`src/rtl/tsp_pkg.sv`:
```
// Shared types for the dual-target time serial port.
// Assumes: one clock domain, the 13 MHz serial clock.
package tsp_pkg;

    // Transfer phase of the controller.
    typedef enum logic [1:0] {
        PH_IDLE   = 2'd0,
        PH_SHIFT  = 2'd1,
        PH_STROBE = 2'd2,
        PH_TAIL   = 2'd3
    } tsp_phase_e;

    // Kind of target addressed; the value equals the select input.
    typedef enum logic {
        TGT_STROBE = 1'b0,
        TGT_ENABLE = 1'b1
    } tsp_target_e;

endpackage

```
`src/rtl/tsp_ctrl.sv`:
```
// Transfer controller. It accepts a start while the line is idle and steps
// through the shift, strobe or tail phases. It counts the bits, and for each
// bit it counts the clocks that bit is held.
// Assumes: line_busy_i reflects the output pins; start_i is synchronous.
module tsp_ctrl
    import tsp_pkg::*;
#(
    parameter int MAX_BITS  = 32,
    parameter int SLOW_HOLD = 2,
    localparam int NB_W     = $clog2(MAX_BITS + 1),
    localparam int HOLD_W   = $clog2(SLOW_HOLD + 1)
) (
    input  logic              clk,
    input  logic              rst_n,
    input  logic              start_i,
    input  logic              sel_i,
    input  logic [NB_W-1:0]   nbits_i,
    input  logic              line_busy_i,
    output tsp_phase_e        phase_o,
    output tsp_target_e       tgt_o,
    output logic              load_o,
    output logic              shift_o,
    output logic [NB_W-1:0]   nbits_eff_o
);

    tsp_phase_e        phase_q;
    tsp_target_e       tgt_q;
    logic [NB_W-1:0]   left_q;
    logic [HOLD_W-1:0] hold_q;
    logic [HOLD_W-1:0] hold_last;
    logic              hold_done;
    logic              accept;

    // Clamp an out-of-range or zero count to the maximum length.
    always_comb begin
        if (nbits_i == '0 || nbits_i > NB_W'(MAX_BITS))
            nbits_eff_o = NB_W'(MAX_BITS);
        else
            nbits_eff_o = nbits_i;
    end

    // Number of clocks per bit depends on the latched target.
    always_comb begin
        hold_last = (tgt_q == TGT_ENABLE) ? HOLD_W'(SLOW_HOLD - 1) : '0;
        hold_done = (hold_q == hold_last);
    end

    // Start is taken only while both the controller and the pins are at rest.
    always_comb begin
        accept  = start_i && !line_busy_i;
        load_o  = accept;
        shift_o = (phase_q == PH_SHIFT) && hold_done && (left_q != NB_W'(1));
    end

    // Phase, target, bit counter and hold counter.
    always_ff @(posedge clk) begin
        if (!rst_n) begin
            phase_q <= PH_IDLE;
            tgt_q   <= TGT_STROBE;
            left_q  <= '0;
            hold_q  <= '0;
        end else begin
            case (phase_q)
                PH_IDLE: begin
                    if (accept) begin
                        phase_q <= PH_SHIFT;
                        tgt_q   <= tsp_target_e'(sel_i);
                        left_q  <= nbits_eff_o;
                        hold_q  <= '0;
                    end
                end
                PH_SHIFT: begin
                    if (hold_done) begin
                        hold_q <= '0;
                        if (left_q == NB_W'(1))
                            phase_q <= (tgt_q == TGT_ENABLE) ? PH_TAIL : PH_STROBE;
                        else
                            left_q <= left_q - NB_W'(1);
                    end else begin
                        hold_q <= hold_q + HOLD_W'(1);
                    end
                end
                PH_STROBE: begin
                    phase_q <= PH_IDLE;
                end
                PH_TAIL: begin
                    if (hold_done) begin
                        hold_q  <= '0;
                        phase_q <= PH_IDLE;
                    end else begin
                        hold_q <= hold_q + HOLD_W'(1);
                    end
                end
                default: phase_q <= PH_IDLE;
            endcase
        end
    end

    assign phase_o = phase_q;
    assign tgt_o   = tgt_q;

endmodule

```
`src/rtl/tsp_shifter.sv`:
```
// Shift register. On load it left-aligns the low n bits of the word so that
// bit n-1 sits at the top, and on each shift it moves one place toward the
// top. Its output is the current top bit.
// Assumes: load and shift are never high together.
module tsp_shifter #(
    parameter int MAX_BITS = 32,
    localparam int NB_W    = $clog2(MAX_BITS + 1)
) (
    input  logic                clk,
    input  logic                rst_n,
    input  logic                load_i,
    input  logic                shift_i,
    input  logic [MAX_BITS-1:0] word_i,
    input  logic [NB_W-1:0]     nbits_i,
    output logic                bit_o
);

    logic [MAX_BITS-1:0] sr_q;
    logic [NB_W-1:0]     pad;

    // Distance to move the word so its first bit lands at the top.
    always_comb pad = NB_W'(MAX_BITS) - nbits_i;

    // Load aligned word or advance by one bit.
    always_ff @(posedge clk) begin
        if (!rst_n)
            sr_q <= '0;
        else if (load_i)
            sr_q <= word_i << pad;
        else if (shift_i)
            sr_q <= {sr_q[MAX_BITS-2:0], 1'b0};
    end

    assign bit_o = sr_q[MAX_BITS-1];

endmodule

```
`src/rtl/tsp_launch.sv`:
```
// Output stage clocked on the falling edge. It converts the controller phase
// into pin levels, so that every pin is stable half a period before the
// rising edge at which a target samples it.
// Assumes: rst_n is held for at least one falling edge.
module tsp_launch
    import tsp_pkg::*;
(
    input  logic        clk,
    input  logic        rst_n,
    input  tsp_phase_e  phase_i,
    input  tsp_target_e tgt_i,
    input  logic        bit_i,
    output logic        data_o,
    output logic        strobe_o,
    output logic        en_n_o
);

    logic data_d;
    logic strobe_d;
    logic en_n_d;

    // Pin levels implied by the current phase.
    always_comb begin
        data_d   = (phase_i == PH_SHIFT) && bit_i;
        strobe_d = (phase_i == PH_STROBE);
        en_n_d   = !((tgt_i == TGT_ENABLE) &&
                     (phase_i == PH_SHIFT || phase_i == PH_TAIL));
    end

    // Register pins on the falling edge; idle levels under reset.
    always_ff @(negedge clk) begin
        if (!rst_n) begin
            data_o   <= 1'b0;
            strobe_o <= 1'b0;
            en_n_o   <= 1'b1;
        end else begin
            data_o   <= data_d;
            strobe_o <= strobe_d;
            en_n_o   <= en_n_d;
        end
    end

endmodule

```
`src/rtl/dual_tsp.sv`:
```
// Top of the dual-target time serial port. It connects the controller, the
// shifter and the falling-edge launch stage. Busy covers the controller's
// activity and any framing pin that has not yet returned to rest.
// Assumes: clk is the shared 13 MHz serial clock; inputs are synchronous.
module dual_tsp
    import tsp_pkg::*;
#(
    parameter int MAX_BITS  = 32,
    parameter int SLOW_HOLD = 2,
    localparam int NB_W     = $clog2(MAX_BITS + 1)
) (
    input  logic                clk,
    input  logic                rst_n,
    input  logic                start_i,
    input  logic                sel_i,
    input  logic [MAX_BITS-1:0] word_i,
    input  logic [NB_W-1:0]     nbits_i,
    output logic                busy_o,
    output logic                data_o,
    output logic                strobe_o,
    output logic                en_n_o
);

    tsp_phase_e      phase;
    tsp_target_e     tgt;
    logic            load;
    logic            shift;
    logic            top_bit;
    logic [NB_W-1:0] nbits_eff;

    // Busy until both the controller and the framing pins are at rest.
    always_comb busy_o = (phase != PH_IDLE) || strobe_o || !en_n_o;

    tsp_ctrl #(
        .MAX_BITS  (MAX_BITS),
        .SLOW_HOLD (SLOW_HOLD)
    ) u_ctrl (
        .clk         (clk),
        .rst_n       (rst_n),
        .start_i     (start_i),
        .sel_i       (sel_i),
        .nbits_i     (nbits_i),
        .line_busy_i (busy_o),
        .phase_o     (phase),
        .tgt_o       (tgt),
        .load_o      (load),
        .shift_o     (shift),
        .nbits_eff_o (nbits_eff)
    );

    tsp_shifter #(
        .MAX_BITS (MAX_BITS)
    ) u_shift (
        .clk     (clk),
        .rst_n   (rst_n),
        .load_i  (load),
        .shift_i (shift),
        .word_i  (word_i),
        .nbits_i (nbits_eff),
        .bit_o   (top_bit)
    );

    tsp_launch u_launch (
        .clk      (clk),
        .rst_n    (rst_n),
        .phase_i  (phase),
        .tgt_i    (tgt),
        .bit_i    (top_bit),
        .data_o   (data_o),
        .strobe_o (strobe_o),
        .en_n_o   (en_n_o)
    );

endmodule

```
`config.mk`:
```
export PLATFORM = sky130hd
export DESIGN_NAME = dual_tsp
export DESIGN_NICKNAME = d
export VERILOG_FILES = /design/src/rtl/tsp_pkg.sv /design/src/rtl/tsp_ctrl.sv /design/src/rtl/tsp_shifter.sv /design/src/rtl/tsp_launch.sv /design/src/rtl/dual_tsp.sv
export SDC_FILE = /design/constraint.sdc
export NUM_CORES = 1
export LEC_CHECK = 0
export BUFFER_PORTS_ARGS = -buffer_cell sky130_fd_sc_hd__buf_2
export CAP_MARGIN = 20
export CORE_AREA = 2 2 89 99
export CTS_BUF_LIST = sky130_fd_sc_hd__clkbuf_4 sky130_fd_sc_hd__clkbuf_8 sky130_fd_sc_hd__clkbuf_16
export CTS_CLUSTER_DIAMETER = 50
export DETAILED_ROUTE_END_ITERATION = 8
export DIE_AREA = 0 0 91 101
export PLACE_DENSITY = 0.7
export RECOVER_POWER = 100
export SYNTH_ARGS = -nofsm -noshare
export SYNTH_HDL_FRONTEND = slang
export SYNTH_SLANG_ARGS = --single-unit
```
`constraint.sdc`:
```
create_clock -name clk -period 8.7 [get_ports clk]
set_clock_uncertainty 0.15 [all_clocks]
set_input_delay 1.305 -clock clk [delete_from_list [all_inputs] [get_ports clk]]
set_output_delay 1.305 -clock clk [all_outputs]
set_load 0.1 [all_outputs]
```
==> metrics.yaml, run 1 <==
place:
  finalWeightedCongestion: 0.981
  dp.final_hpwl_mm: 8.50
  portBuffers: 45
pwr:
  p_sw_share_pct: 40.5
  p_switching_mw: 0.281
  power_leakage_nw: 1.69
  comb_power_share_pct: 43.4
  clkPwrFrac_pct: 19.9
  pwr_density_cell_nw_per_um2: 162
  vdd_drop_max_v: 0.0000830
  p_seq_share_pct: 36.7
  p_int_mw: 0.414
sta:
  rsz0062_at_grt: "no"
  worstMarginPinSlew_ns: 1.51
  hold_viol_final: 0
  setup-violations-final: 0
  setup-tns-final_ns: 0
  slew_headroom_pct: -0.869
  slew_viol_final: 75
die:
  fp.dieH_um: 101
  coreArea_um2: 8230
  placementRows: 35
  dieArea_um2: 9190
  start_util_pct: 48.5
  io_pins: 46
  die_x_um: 91
routing:
  ant_nets: 0
  drc: 0
  routed-via-count: 3944
  drt_wl_total_mm: 11.7
  drtIter0Drc: 281
  avgRoutedWirePerCell_um: 19.0
  via_per_inst: 6.40
  dr.pass1.iters: 5
logic_synthesis:
  yosys.cell_types.count: 60
  synth_seq_area_share_pct: 23.0
  synth_ff_type: "dfxtp_1"
  synthCells: 485
  synth_edf_count: 0
  netlist_area_um2: 4000
  ys_seq_elements: 46
  yosysWarnings: 0
  synth.net_count: 530
  synth_area_per_cell_um2: 8.24
  postSynth.asyncResetShare_pct: 0
final_layout:
  multi_input_area_um2: 2820
  drive_gt1_share_pct: 19.2
  nNetsFinal: 549
  final_common_cell: "o21ai_0"
  final_cell_mix: "56 x o21ai_0, 46 x dfxtp_1, 41 x nand2_1"
  postLayoutCoreUtil_pct: 52.2
  area_growth_pct: 7.61
  seqCellArea_um2: 921
  nFillCells: 823
  diodes: 0
clock_network:
  cts_tree: "done"
  root_buffer: "clkbuf_8"
  cts_buffer_depth: 2
  cts.repair.resized: 0
  cts_buffers: 5
  ctsHtreeMaxLevel: 2
  cts_setup_buffers: 0
  postCtsHoldBufs: 0
  clock_latency_ns: 0.37
  path_clk_slew_ns: 0.09
  clkSinkCount: 46
global_routing:
  grt_max_degree: 45
  grt_overflow: 0
  grt_pass1_vias: 3809
  grt_pass1_wl_mm: 19.4
  antenna_found_initial: 0
  track_usage_pct: 25.9
setup_path:
  startpoint_type: "flip-flop"
  reg2reg_depth: 7
  startpoint: "u_launch.strobe_o$_SDFF_NN0_"
  crit_arrival_ns: 7.81
  rrSetupSlack_ns: 0.99
  regToRegStartpoint: "u_launch.strobe_o$_SDFF_NN0_"
  worstSetupPathType: "reg2reg"
  r2r-end: "u_shift.sr_q[24]$_SDFFE_PN0P_"
  critPathMaxFanout: 36
  worstPathRequired_ns: 8.80
  critPathCaptureType: "flip-flop"
min_path:
  holdPathStages: 1
  whs_endpoint: "u_ctrl.hold_q[1]$_SDFFE_PN0P_"
  hold_path.class: "reg2reg"
  min_from: "u_ctrl.hold_q[1]$_SDFFE_PN0P_"
outcome:
  status: "complete, but fails checks"
  failed_checks: "max-capacitance violations, max-slew violations"
run:
  drv_cap: 2
[cell usage after synthesis (all sizes together) (4+ instances only)]
library cell   n  area, µm²
nand2         41        161
buf           21        125
inv           14       52.6
a311oi         6       52.6
o21ai         57        285
o221a          5       56.3
o21a           4       30.0
nor2b          4       25.0
clkbuf        20       75.1
mux4          17        383
a221oi         4       35.0
mux2i         40        400
o211ai         7       52.6
o211a          5       50.1
mux2          17        191
a21oi         30        150
a211oi         9       67.6
dfxtp         46        921
nor3b          4       30.0
a31oi          5       31.3
o221ai         6       52.6
and3           5       31.3
o22ai          8       50.1
nand3         16       80.1
nor3          11       66.3
nor2          38        143
[worst max-delay path: stages, from the launching register on]
cell and delay (ns):
dfxtp_1 0.30, or4b_1 0.55, or2_0 0.25, clkbuf_1 0.61, nor3_4 0.62, nand2_1 0.22, o221ai_1 0.30, o221a_2 0.24
[sequential cells by signal, indices dropped and copies added, names as in the netlist]
signal,cells
u_shift.sr_q,32
u_ctrl.left_q,6
u_ctrl.hold_q,2
u_ctrl.phase_o,2
u_ctrl.tgt_o,1
u_launch.data_o,1
u_launch.en_n_o,1
u_launch.strobe_o,1
[cell families (layout without fill, tap and decap cells)]
group / count (synthesis) / after routing / synth area share (%)
compound gates: 165 / 165 / 27.0
simple gates: 139 / 139 / 17.2
buf+inv: 55 / 75 / 6.32
fa+ha+maj: 3 / 3 / 0.939
flops: 46 / 46 / 23.0
mux: 74 / 74 / 24.4
xor+xnor: 3 / 3 / 1.13
[worst max-delay path by stage]
stage	end	slack, ns	cells past startpoint
after floorplan	busy_o	1.23	1
after global placement	busy_o	1.80	2
after detailed placement	u_shift.sr_q[20]$_SDFFE_PN0P_	1.76	7
after CTS	busy_o	1.40	2
after global routing	u_shift.sr_q[20]$_SDFFE_PN0P_	0.86	7
final	u_shift.sr_q[24]$_SDFFE_PN0P_	0.99	7
[power by group through the flow]
stage               logic (mW)  clock network, mW  registers [mW]
CTS                      0.297              0.138           0.255
floorplan                0.228            0.00287           0.256
global placement         0.292            0.00287           0.258
finish                   0.302              0.138           0.255
global route             0.328              0.147           0.258
detailed placement       0.295            0.00287           0.259
[routing by layer]
layer,share of wire [%],vias up,routed length (µm),global-route usage [%]
met5,0,-,0,0
met4,2.7,0,321,9.21
met3,5.9,24,690,2.99
met2,48,168,5620,45.0
met1,43,1877,5070,33.4
li1,-,1875,-,-
[metrics by stage]
step                      instances  worst slack [ns]  power, mW  instance area (µm²)  hold WS [ns]
after floorplan                 485              1.23      0.486                 4000         0.279
after global placement          605              1.80      0.553                 4200         0.298
after detailed placement        605              1.76      0.557                 4200         0.319
after CTS                       615              1.40      0.690                 4290         0.334
after global routing            616             0.856      0.734                 4300         0.352
final                           616             0.989      0.695                 4300         0.328
[final cells by class]
type	count	share of cell area [%]
tap	111	3.23
inverter	13	1.13
clock inverter	6	0.611
multi-input combinational	384	65.5
clock buffer	5	1.60
timing repair buffer	51	6.52
sequential	46	21.4
Note: power is estimated with default switching activity, not from simulation.
==> run 2, diff against run 1 <==
--- a/config.mk
+++ b/config.mk
@@ -12,7 +12,7 @@
 export CTS_CLUSTER_DIAMETER = 50
 export DETAILED_ROUTE_END_ITERATION = 8
 export DIE_AREA = 0 0 91 101
-export PLACE_DENSITY = 0.7
+export PLACE_DENSITY = 0.69
 export RECOVER_POWER = 100
 export SYNTH_ARGS = -nofsm -noshare
 export SYNTH_HDL_FRONTEND = slang
==> metrics.yaml, run 2 (same netlist as run 1, synthesis figures left out) <==
setup_path:
  worstPathRequired_ns: 8.80
  critPathCaptureType: "flip-flop"
  slowest_delay_ns: 0.61
  critPathTopFamily: "simple AND/OR/NAND/NOR gates"
  crit_arrival_ns: 7.91
  path_cells: "or4b_1 -> or2_0 -> clkbuf_1 -> nor3_4 -> nand2_1 -> o221ai_1 -> o221a_2"
  critPathMaxFanout: 21
  crit_buf_inv: 1
  startpoint_type: "flip-flop"
  worstSetupPathType: "reg2reg"
  critPathSlowestCell: "or2_0"
place:
  dp_slack_ns: 1.28
  finalWeightedCongestion: 0.966
  placed_cell_area_um2: 4230
  dp.final_hpwl_mm: 8.88
  portBuffers: 45
final_layout:
  nFillCells: 835
  postLayoutCoreUtil_pct: 52.1
  nNetsFinal: 551
  area_growth_pct: 7.42
  final_cell_mix: "56 x o21ai_0, 46 x dfxtp_1, 41 x nand2_1"
  multi_input_area_um2: 2820
  diodes: 0
  fin_area_um2: 4290
  seqCellArea_um2: 921
  top_register: "u_shift.sr_q"
  largest_reg_flops: 32
  reg.largest.list: "u_shift.sr_q x32, u_ctrl.left_q x6"
  final_common_cell: "o21ai_0"
  drive_gt1_share_pct: 19.5
clock_network:
  cts_buffer_depth: 2
  root_buffer: "clkbuf_8"
  clkSinkCount: 46
  path_clk_slew_ns: 0.09
  cts.repair.resized: 0
  ctsHtreeMaxLevel: 2
  cts_setup_buffers: 0
  cts_tree: "done"
  cts_buffers: 5
  postCtsHoldBufs: 0
  clock_latency_ns: 0.37
outcome:
  failed_checks: "max-capacitance violations, max-slew violations"
  status: "complete, but fails checks"
pwr:
  power_leakage_nw: 1.69
  p_total_mw: 0.703
  vdd_drop_max_v: 0.0000618
  pwr_density_cell_nw_per_um2: 164
sta:
  slew_headroom_pct: -0.258
  worst_slack_ns: 0.889
  worstMarginPinSlew_ns: 1.50
  setup-violations-final: 0
  rsz0062_at_grt: "no"
  slew_viol_final: 37
  hold_viol_final: 0
  setup-tns-final_ns: 0
die:
  start_util_pct: 48.5
  io_pins: 46
  dieArea_um2: 9190
  fp.dieH_um: 101
  die_x_um: 91
  placementRows: 35
  coreArea_um2: 8230
routing:
  routed-via-count: 4002
  avgRoutedWirePerCell_um: 19.5
  ant_nets: 0
  drtIter0Drc: 360
  drt_wl_total_mm: 12.0
  drc: 0
  via_per_inst: 6.48
  dr.pass1.iters: 5
min_path:
  hold_path.class: "reg2reg"
run:
  drv_cap: 1
global_routing:
  track_usage_pct: 26.3
  grt_pass1_vias: 3720
  antenna_found_initial: 0
  grt_overflow: 0
  grt_max_degree: 44
  grt_pass1_wl_mm: 19.4
run 2: cell types whose count changed in the layout (fill, tap and decap cells not counted):
cell      change
clkbuf_4      +1
clkbuf_1      +2
clkinv_1      -2
clkinv_2      +1
buf_4         +1
buf_16        -1
run 2: layout make-up:
| type | instances | share of cell area [%] |
|---|---|---|
| Sequential cell | 46 | 21.5 |
| Timing Repair Buffer | 53 | 6.24 |
| Clock inverter | 5 | 0.554 |
| Tap cell | 111 | 3.24 |
| Clock buffer | 6 | 1.78 |
| Inverter | 13 | 1.14 |
| Multi-Input combinational cell | 384 | 65.6 |
run 2: metrics by stage:
stage	hold WS, ns	cells
after floorplan	0.279	485
after global placement	0.294	608
after detailed placement	0.319	608
after CTS	0.333	618
after global routing	0.360	618
final	0.333	618
run 2: worst paths after layout:
| path | startpoint | endpoint | slack (ns) | cells after the start |
|---|---|---|---|---|
| max | u_launch.strobe_o$_SDFF_NN0_ | u_shift.sr_q[24]$_SDFFE_PN0P_ | 0.89 | 7 |
| max reg2reg | u_launch.strobe_o$_SDFF_NN0_ | u_shift.sr_q[24]$_SDFFE_PN0P_ | 0.89 | 7 |
| min | u_ctrl.hold_q[1]$_SDFFE_PN0P_ | u_ctrl.hold_q[1]$_SDFFE_PN0P_ | 0.33 | 1 |
| min reg2reg | u_ctrl.hold_q[1]$_SDFFE_PN0P_ | u_ctrl.hold_q[1]$_SDFFE_PN0P_ | 0.33 | 1 |
run 2: worst reg2reg max path: cells and delay by family, from the launching register on:
kind | cells | cell delay [ns]
AND/OR/NAND/NOR | 4 | 1.91
buffers and inverters | 1 | 0.46
flip-flops | 1 | 0.31
AO/OA/AOI/OAI | 2 | 0.50
run 2: per-layer routing:
metal	global-route usage (%)	wire, µm	up-vias
li1	-	-	1891
met1	34.5	5280	1911
met2	45.1	5730	168
met3	2.62	634	32
met4	9.79	393	0
met5	0	0	-
run 2: power breakdown:
part	internal [mW]	switching, mW
Clock	0.0613	0.0819
Sequential	0.238	0.0174
Combinational	0.119	0.185
Total	0.418	0.285
==> run 3, diff against run 2 <==
--- a/config.mk
+++ b/config.mk
@@ -7,13 +7,16 @@
 export LEC_CHECK = 0
 export BUFFER_PORTS_ARGS = -buffer_cell sky130_fd_sc_hd__buf_2
 export CAP_MARGIN = 20
-export CORE_AREA = 2 2 89 99
+export CELL_PAD_IN_SITES_DETAIL_PLACEMENT = 1
+export CELL_PAD_IN_SITES_GLOBAL_PLACEMENT = 1
+export CORE_AREA = 2 2 90 101
 export CTS_BUF_LIST = sky130_fd_sc_hd__clkbuf_4 sky130_fd_sc_hd__clkbuf_8 sky130_fd_sc_hd__clkbuf_16
 export CTS_CLUSTER_DIAMETER = 50
 export DETAILED_ROUTE_END_ITERATION = 8
-export DIE_AREA = 0 0 91 101
-export PLACE_DENSITY = 0.69
+export DIE_AREA = 0 0 92 103
+export PLACE_DENSITY = 0.85
 export RECOVER_POWER = 100
+export SETUP_SLACK_MARGIN = 0.3
 export SYNTH_ARGS = -nofsm -noshare
 export SYNTH_HDL_FRONTEND = slang
 export SYNTH_SLANG_ARGS = --single-unit
==> metrics.yaml, run 3 (same netlist as run 1, synthesis figures left out) <==
outcome:
  status: "complete, but fails checks"
  failed_checks: "max-capacitance violations, max-slew violations"
setup_path:
  critPathCaptureType: "output pin"
  crit_arrival_ns: 6.11
  critPathMaxFanout: 4
  rrSetupSlack_ns: 1.21
  startpoint_type: "flip-flop"
  regToRegStartpoint: "u_launch.strobe_o$_SDFF_NN0_"
  crit_path_end: "busy_o"
  worstSetupPathType: "reg2out"
  r2r-end: "u_shift.sr_q[17]$_SDFFE_PN0P_"
  reg2reg_depth: 7
  worstPathRequired_ns: 7.24
  startpoint: "u_launch.en_n_o$_SDFF_NN1_"
pwr:
  p_total_mw: 0.715
  vdd_drop_max_v: 0.0000697
  power_leakage_nw: 1.71
  pwr_density_cell_nw_per_um2: 165
sta:
  hold_viol_final: 0
  slew_headroom_pct: -4.02
  rsz0062_at_grt: "no"
  setup-violations-final: 0
  setup-tns-final_ns: 0
  slew_viol_final: 38
  worstMarginPinSlew_ns: 1.56
die:
  io_pins: 46
  start_util_pct: 46.7
  die_x_um: 92
  placementRows: 36
  fp.dieH_um: 103
  dieArea_um2: 9480
  coreArea_um2: 8560
routing:
  drtIter0Drc: 258
  avgRoutedWirePerCell_um: 21.8
  via_per_inst: 6.57
  drt_wl_total_mm: 13.6
  drc: 0
  dr.pass1.iters: 4
  routed-via-count: 4081
  ant_nets: 0
clock_network:
  cts_setup_buffers: 0
  cts.repair.resized: 0
  cts_buffers: 5
  cts_buffer_depth: 2
  root_buffer: "clkbuf_8"
  clkSinkCount: 46
  ctsHtreeMaxLevel: 2
  postCtsHoldBufs: 0
  cts_tree: "done"
  clock_latency_ns: 0.36
  path_clk_slew_ns: 0.10
min_path:
  min_from: "u_ctrl.hold_q[1]$_SDFFE_PN0P_"
  hold_path.class: "reg2reg"
place:
  dp.final_hpwl_mm: 9.95
  finalWeightedCongestion: 0.931
  portBuffers: 45
  placedCellCount: 610
final_layout:
  area_growth_pct: 8.39
  nNetsFinal: 551
  final_cell_mix: "56 x o21ai_0, 46 x dfxtp_1, 40 x nand2_1, 40 x mux2i_1, 40 x buf_2"
  final_common_cell: "o21ai_0"
  diodes: 0
  fin_cells: 621
  reg.largest.list: "u_shift.sr_q x32, u_ctrl.left_q x6"
  drive_gt1_share_pct: 20.1
  top_register: "u_shift.sr_q"
  largest_reg_flops: 32
global_routing:
  grt_max_degree: 45
  track_usage_pct: 29.3
  grt_pass1_wl_mm: 22.3
  grt_pass1_vias: 4229
  antenna_found_initial: 0
  grt_overflow: 0
run:
  drv_cap: 1
-- run 3: area by class of cell --
type                       instances  area [µm²]
tap                              114         143
multi-input combinational        384        2820
clock buffer                       6        76.3
inverter                          13        48.8
timing repair buffer              53         295
fill                            1083        4230
sequential                        46         921
clock inverter                     5        23.8
-- run 3: how the worst min path moves through the flow --
stage | slack [ns] | to | cells after the start
2_1_floorplan | 0.28 | u_ctrl.hold_q[1]$_SDFFE_PN0P_ | 1
3_3_place_gp | 0.30 | u_ctrl.hold_q[1]$_SDFFE_PN0P_ | 1
3_5_place_dp | 0.31 | u_ctrl.hold_q[1]$_SDFFE_PN0P_ | 1
4_1_cts | 0.32 | u_ctrl.hold_q[1]$_SDFFE_PN0P_ | 1
5_1_grt | 0.36 | u_ctrl.hold_q[1]$_SDFFE_PN0P_ | 1
6_report | 0.33 | u_ctrl.hold_q[1]$_SDFFE_PN0P_ | 1
-- run 3: routing by layer --
layer / GRT usage (%) / wire length, µm
met5: 0 / 0
met4: 12.4 / 482
met3: 3.29 / 677
met2: 51.9 / 6700
met1: 36.5 / 5700
-- run 3: critical path, cell delays in order, from the launching register on --
cell	delay (ns)
dfxtp_1	0.30
or4b_1	0.23
clkbuf_1	0.88
-- run 3: stage by stage --
step | hold WS [ns] | area (µm²) | setup slack (ns) | utilization [%]
after floorplan | 0.279 | 4000 | 1.23 | -
after global placement | 0.303 | 4220 | 1.71 | 49.3
after detailed placement | 0.306 | 4220 | 1.67 | 49.3
after CTS | 0.324 | 4320 | 1.41 | 50.5
after global routing | 0.364 | 4330 | 1.01 | 50.6
final | 0.327 | 4330 | 1.13 | 50.6
-- run 3: report_power, final --
group          internal [mW]  switching, mW  total (mW)
clock network         0.0614         0.0838       0.145
registers              0.238         0.0188       0.257
logic                  0.120          0.193       0.313
total                  0.420          0.296       0.715
